--- src/rtl/comma_align_pkg.sv ---
`timescale 1ns/1ps
package comma_align_pkg;

  typedef enum logic {ST_HUNT, ST_LOCK} align_state_e;

  // phase arithmetic modulo the group width
  function automatic int next_phase(int cur, int width);
    return (cur == width - 1) ? 0 : cur + 1;
  endfunction

endpackage

--- src/rtl/comma_window.sv ---
`timescale 1ns/1ps
module comma_window #(
  parameter int CHAR_W = 10,
  parameter int COMMA_W = 7,
  parameter logic [COMMA_W-1:0] COMMA_PAT = 7'b0011111,
  parameter int PH_W = $clog2(CHAR_W)
) (
  input  logic              clk,
  input  logic              rst_n,
  input  logic              rx_bit,
  output logic [CHAR_W-1:0] win,
  output logic [PH_W-1:0]   head_ph,
  output logic              full,
  output logic              comma_hit
);
  import comma_align_pkg::*;

  localparam int FILL_W = $clog2(CHAR_W + 1);

  logic [PH_W-1:0]    tail_ph;
  logic [FILL_W-1:0]  fill;
  logic [COMMA_W-1:0] head;

  always_ff @(posedge clk) begin
    if (!rst_n) begin
      win     <= '0;
      tail_ph <= PH_W'(CHAR_W - 1);
      fill    <= '0;
    end else begin
      win     <= {win[CHAR_W-2:0], rx_bit};
      tail_ph <= PH_W'(next_phase(int'(tail_ph), CHAR_W));
      if (fill != FILL_W'(CHAR_W)) fill <= fill + FILL_W'(1);
    end
  end

  // oldest bit in the window sits one phase after the newest one
  assign head_ph   = PH_W'(next_phase(int'(tail_ph), CHAR_W));
  assign full      = (fill == FILL_W'(CHAR_W));
  assign head      = win[CHAR_W-1 -: COMMA_W];
  assign comma_hit = full && ((head == COMMA_PAT) || (head == ~COMMA_PAT));

endmodule

--- src/rtl/align_tracker.sv ---
`timescale 1ns/1ps
module align_tracker #(
  parameter int PH_W = 4,
  parameter int LOCK_HITS = 3
) (
  input  logic            clk,
  input  logic            rst_n,
  input  logic            relock,
  input  logic            comma_hit,
  input  logic            full,
  input  logic [PH_W-1:0] head_ph,
  output logic            locked,
  output logic            bnd_known,
  output logic            take
);
  import comma_align_pkg::*;

  localparam int HIT_W = $clog2(LOCK_HITS + 1);

  align_state_e    st, st_n;
  logic [PH_W-1:0]  cand, cand_n;
  logic [HIT_W-1:0] hits, hits_n;
  logic             known, known_n;
  logic             same_ofs;

  assign same_ofs = known && (head_ph == cand);

  always_comb begin
    st_n    = st;
    cand_n  = cand;
    hits_n  = hits;
    known_n = known;
    if (relock) begin
      st_n    = ST_HUNT;
      hits_n  = '0;
      known_n = 1'b0;
    end else if (st == ST_HUNT && comma_hit) begin
      if (same_ofs) begin
        if (hits != HIT_W'(LOCK_HITS)) hits_n = hits + HIT_W'(1);
      end else begin
        cand_n = head_ph;
        hits_n = HIT_W'(1);
      end
      known_n = 1'b1;
      if (hits_n == HIT_W'(LOCK_HITS)) st_n = ST_LOCK;
    end
  end

  always_ff @(posedge clk) begin
    if (!rst_n) begin
      st    <= ST_HUNT;
      cand  <= '0;
      hits  <= '0;
      known <= 1'b0;
    end else begin
      st    <= st_n;
      cand  <= cand_n;
      hits  <= hits_n;
      known <= known_n;
    end
  end

  assign locked    = (st == ST_LOCK);
  assign bnd_known = known;
  assign take      = full && (locked ? (head_ph == cand) : (comma_hit || same_ofs));

endmodule

--- src/rtl/group_out.sv ---
`timescale 1ns/1ps
module group_out #(
  parameter int CHAR_W = 10
) (
  input  logic              clk,
  input  logic              rst_n,
  input  logic              take,
  input  logic              comma_hit,
  input  logic [CHAR_W-1:0] win,
  output logic [CHAR_W-1:0] code_out,
  output logic              code_valid,
  output logic              code_comma
);
  always_ff @(posedge clk) begin
    if (!rst_n) begin
      code_out   <= '0;
      code_valid <= 1'b0;
      code_comma <= 1'b0;
    end else begin
      code_valid <= take;
      code_comma <= take && comma_hit;
      if (take) code_out <= win;
    end
  end
endmodule

--- src/rtl/comma_aligner.sv ---
`timescale 1ns/1ps
module comma_aligner #(
  parameter int CHAR_W = 10,
  parameter int COMMA_W = 7,
  parameter logic [COMMA_W-1:0] COMMA_PAT = 7'b0011111,
  parameter int LOCK_HITS = 3
) (
  input  logic              clk,
  input  logic              rst_n,
  input  logic              rx_bit,
  input  logic              relock,
  output logic [CHAR_W-1:0] code_out,
  output logic              code_valid,
  output logic              code_comma,
  output logic              locked
);
  localparam int PH_W = $clog2(CHAR_W);

  logic [CHAR_W-1:0] win;
  logic [PH_W-1:0]   head_ph;
  logic              full;
  logic              comma_hit;
  logic              bnd_known;
  logic              take;

  comma_window #(
    .CHAR_W(CHAR_W), .COMMA_W(COMMA_W), .COMMA_PAT(COMMA_PAT), .PH_W(PH_W)
  ) win_i (
    .clk(clk), .rst_n(rst_n), .rx_bit(rx_bit),
    .win(win), .head_ph(head_ph), .full(full), .comma_hit(comma_hit)
  );

  align_tracker #(
    .PH_W(PH_W), .LOCK_HITS(LOCK_HITS)
  ) trk_i (
    .clk(clk), .rst_n(rst_n), .relock(relock), .comma_hit(comma_hit),
    .full(full), .head_ph(head_ph), .locked(locked),
    .bnd_known(bnd_known), .take(take)
  );

  group_out #(
    .CHAR_W(CHAR_W)
  ) out_i (
    .clk(clk), .rst_n(rst_n), .take(take), .comma_hit(comma_hit), .win(win),
    .code_out(code_out), .code_valid(code_valid), .code_comma(code_comma)
  );

endmodule

--- config.mk ---
export PLATFORM = sky130hd
export DESIGN_NAME = comma_aligner
export DESIGN_NICKNAME = d
export VERILOG_FILES = /design/src/rtl/comma_align_pkg.sv /design/src/rtl/comma_window.sv /design/src/rtl/align_tracker.sv /design/src/rtl/group_out.sv /design/src/rtl/comma_aligner.sv
export SDC_FILE = /design/constraint.sdc
export NUM_CORES = 1
export LEC_CHECK = 0
export BUFFER_PORTS_ARGS = -buffer_cell sky130_fd_sc_hd__buf_2
export CAP_MARGIN = 0
export CORE_AREA = 4 4 43 74
export DETAILED_ROUTE_END_ITERATION = 6
export DIE_AREA = 0 0 47 78
export PLACE_DENSITY = 0.83
export SYNTH_ARGS = -nofsm -noshare
export SYNTH_HDL_FRONTEND = slang
export SYNTH_SLANG_ARGS = --single-unit
--- constraint.sdc ---
create_clock -name clk -period 3.1 [get_ports clk]
set_input_delay 0.62 -clock clk [delete_from_list [all_inputs] [get_ports clk]]
set_output_delay 0.62 -clock clk [all_outputs]
set_load 0.01 [all_outputs]
==> impl_metrics.json <==
{
  "synth_top_family_by_area": "simple AND/OR/NAND/NOR gates",
  "synth.top_cell.area_share_pct": 50.84,
  "finalCriticalPeriod_ns": 2.154,
  "antenna_found_initial": 0,
  "critPathMaxFanout": 11,
  "routed_wl_mm": 2.632,
  "fmax_mhz": 464.3,
  "postCtsHoldBufs": 0,
  "worst_pin_slew_ns": 0.6680,
  "syn_inst": 164,
  "synth_compound_area_share_pct": 5.686,
  "drtIter0Drc": 45,
  "cp-start-kind": "flip-flop",
  "synth-edff-count": 0,
  "cts.reportedPaths.clkPinSlew_ns": 0.07,
  "fin_ws_ns": 0.9462,
  "cts_inserted_buffers": 5,
  "drtPass1Iterations": 4,
  "io_pins": 17,
  "fin_crit_sh_pct": 69.48,
  "clock_sinks": 38,
  "worstHoldPathType": "reg -> reg",
  "maxCapViolCount": 0,
  "yosysWarnings": 0,
  "diodes": 0,
  "synth-xor-area-share_pct": 4.431,
  "leakagePower_nw": 0.8652,
  "antenna_left": 0,
  "outcome": "complete, no violations",
  "routed_via_density": 5.395,
  "maxSlewHeadroom_pct": 55.47,
  "seq_area_frac_synth_pct": 50.84,
  "synthTopCellsByCount": "38 x dfxtp_1, 31 x nand2_1, 14 x inv_1, 14 x mux2i_1, 14 x nor2_1",
  "dpl.hpwl_mm": 1.938,
  "synth_most_common_cell": "dfxtp_1",
  "globalRouteOverflowTotal": 0,
  "die-area_mm2": 0.003666,
  "power_density_mw_per_mm2": 623.5,
  "peakVddDrop_uv": 408.5,
  "core_mm2": 0.002628,
  "synthTopCellsByArea": "dfxtp_1 51%, mux2i_1 9.4%, nand2_1 7.8%, inv_1 3.5%, nor2_1 3.5%",
  "required_ns": 3.25,
  "yosysTopAreaCell": "dfxtp_1",
  "cts-root-buf": "clkbuf_8",
  "rows": 25,
  "setup_violations": 0,
  "post-place-ws_ns": 0.9415,
  "muxShareOfSynthArea_pct": 10.12,
  "synthArstFlopShare_pct": 0,
  "power_mw": 1.076,
  "rsz0062_at_grt": "false",
  "htreeDepth": 2,
  "grt_pass1_wl_mm": 4.588,
  "route.vias.total": 1133,
  "portBuffers": 16,
  "synthAdderAreaFrac_pct": 1.672,
  "synth-simple-area-share_pct": 21.99,
  "hold_path_depth": 2,
  "ys_ff_latch": 38,
  "worst_clock_skew_ns": 0.004081,
  "die_h_um": 78,
  "ys.flop_type": "dfxtp_1",
  "cts-resized-gates": 0,
  "worstSetupPathType": "reg -> reg",
  "cts_tree": "built",
  "tns_ns": 0,
  "synth_nets": 170,
  "synth_area_mm2": 0.001496,
  "insertion_delay_ns": 0.29,
  "initial_core_util_pct": 56.95,
  "endpoint_kind": "flip-flop",
  "fillerInstances": 246,
  "cp.arrival_ns": 2.31,
  "final_nets": 188,
  "synth.distinct_cells": 31,
  "synthToLayoutAreaGrowth_pct": 15.38,
  "drive_above_1_share_pct": 13.66,
  "reg2reg_depth": 6,
  "grt.total_usage_pct": 17.22,
  "drc": 0,
  "maxSlewViolCount": 0,
  "gp_congestion": 0.8016,
  "post_cts.repair.setup_buffers": 0,
  "avgSynthCellArea_um2": 9.125,
  "clk_path_buf_depth": 2,
  "grt_pass1_vias": 1094,
  "hold_viol": 0,
  "die_x_um": 47,
  "grt_max_degree": 35,
  "wl_per_cell_um": 12.53
}
routing by layer:
| metal | wire (um) | up-vias | GRT usage (%) |
|---|---|---|---|
| met3 | 116 | 7 | 5.336 |
| met2 | 1336 | 19 | 26.98 |
| met5 | 0 | - | 0 |
| li1 | - | 573 | - |
| met1 | 1109 | 534 | 19.47 |
| met4 | 70 | 0 | 9.972 |
cell type report:
| cell class | count | area (um^2) | share of cell area, % |
|---|---|---|---|
| Multi-Input combinational cell | 107 | 656.9 | 38.04 |
| Sequential cell | 38 | 760.7 | 44.06 |
| Inverter | 14 | 52.55 | 3.043 |
| Tap cell | 27 | 33.78 | 1.957 |
| Clock buffer | 6 | 82.58 | 4.783 |
| Clock inverter | 2 | 60.06 | 3.478 |
| Timing Repair Buffer | 16 | 80.08 | 4.638 |
cell families (layout without fill, tap and decap cells):
logic type / after synthesis / after routing
buffers and inverters: 19 / 38
xor gates and xnor gates: 6 / 6
adders and majority gates: 2 / 2
AOI/OAI and AO/OA: 13 / 13
and+or+nand+nor: 71 / 71
muxes: 15 / 15
DFF: 38 / 38
per-stage QoR:
| stage | instance area [um^2] | std cells | hold WS, ns | utilization (%) |
|---|---|---|---|---|
| floorplan | 1496 | 164 | 0.3767 | - |
| global placement | 1584 | 202 | 0.3924 | 60.29 |
| detailed placement | 1584 | 202 | 0.4250 | 60.29 |
| CTS | 1727 | 210 | 0.4449 | 65.71 |
| global route | 1727 | 210 | 0.4741 | 65.71 |
| finish | 1727 | 210 | 0.4410 | 65.71 |
worst paths after layout:
kind | start | to | slack (ns)
max | win_i.tail_ph[1] | out_i.code_out[6] | 0.95
min reg2reg | win_i.win[2] | win_i.win[3] | 0.44
max reg2reg | win_i.tail_ph[1] | out_i.code_out[6] | 0.95
min | win_i.win[2] | win_i.win[3] | 0.44
cell usage in the layout, fill, tap and decap left out, drive strengths merged:
cell type   n
and4b       1
clkbuf      6
a21boi      1
xnor2       2
nand3       2
buf        16
nor2       14
nand2b      3
nor2b       3
xor2        3
nand4       1
o31ai       1
or4         1
a21oi       2
bufinv      2
o31a        1
nor3        5
a31oi       2
o21ai       3
a22o        1
and2        3
a211oi      2
inv        14
xnor3       1
mux2i      14
and3        3
nand3b      1
ha          2
mux2        1
nand2      31
or3         3
dfxtp      38
flip-flops by register name, summed over array words and instances, names as in the netlist:
| signal | cells |
|---|---|
| out_i.code_out | 10 |
| win_i.tail_ph | 4 |
| trk_i.bnd_known | 1 |
| trk_i.locked | 1 |
| out_i.code_valid | 1 |
| win_i.win | 10 |
| trk_i.cand | 4 |
| trk_i.hits | 2 |
| out_i.code_comma | 1 |
| win_i.fill | 4 |
power by group:
group          internal, mW  total, mW  leakage, nW  switching (mW)
registers             0.499      0.510        0.308          0.0109
logic                0.0246     0.0557        0.486          0.0311
clock network         0.343      0.511       0.0714           0.168
critical path: stages, from the launching register on:
cell and delay [ns]:
dfxtp_1 0.37, and2_1 0.20, a22o_1 0.23, or3_1 0.33, and2_1 0.18, o31a_1 0.50, mux2i_1 0.20
Note: power is estimated with default switching activity, not from simulation.
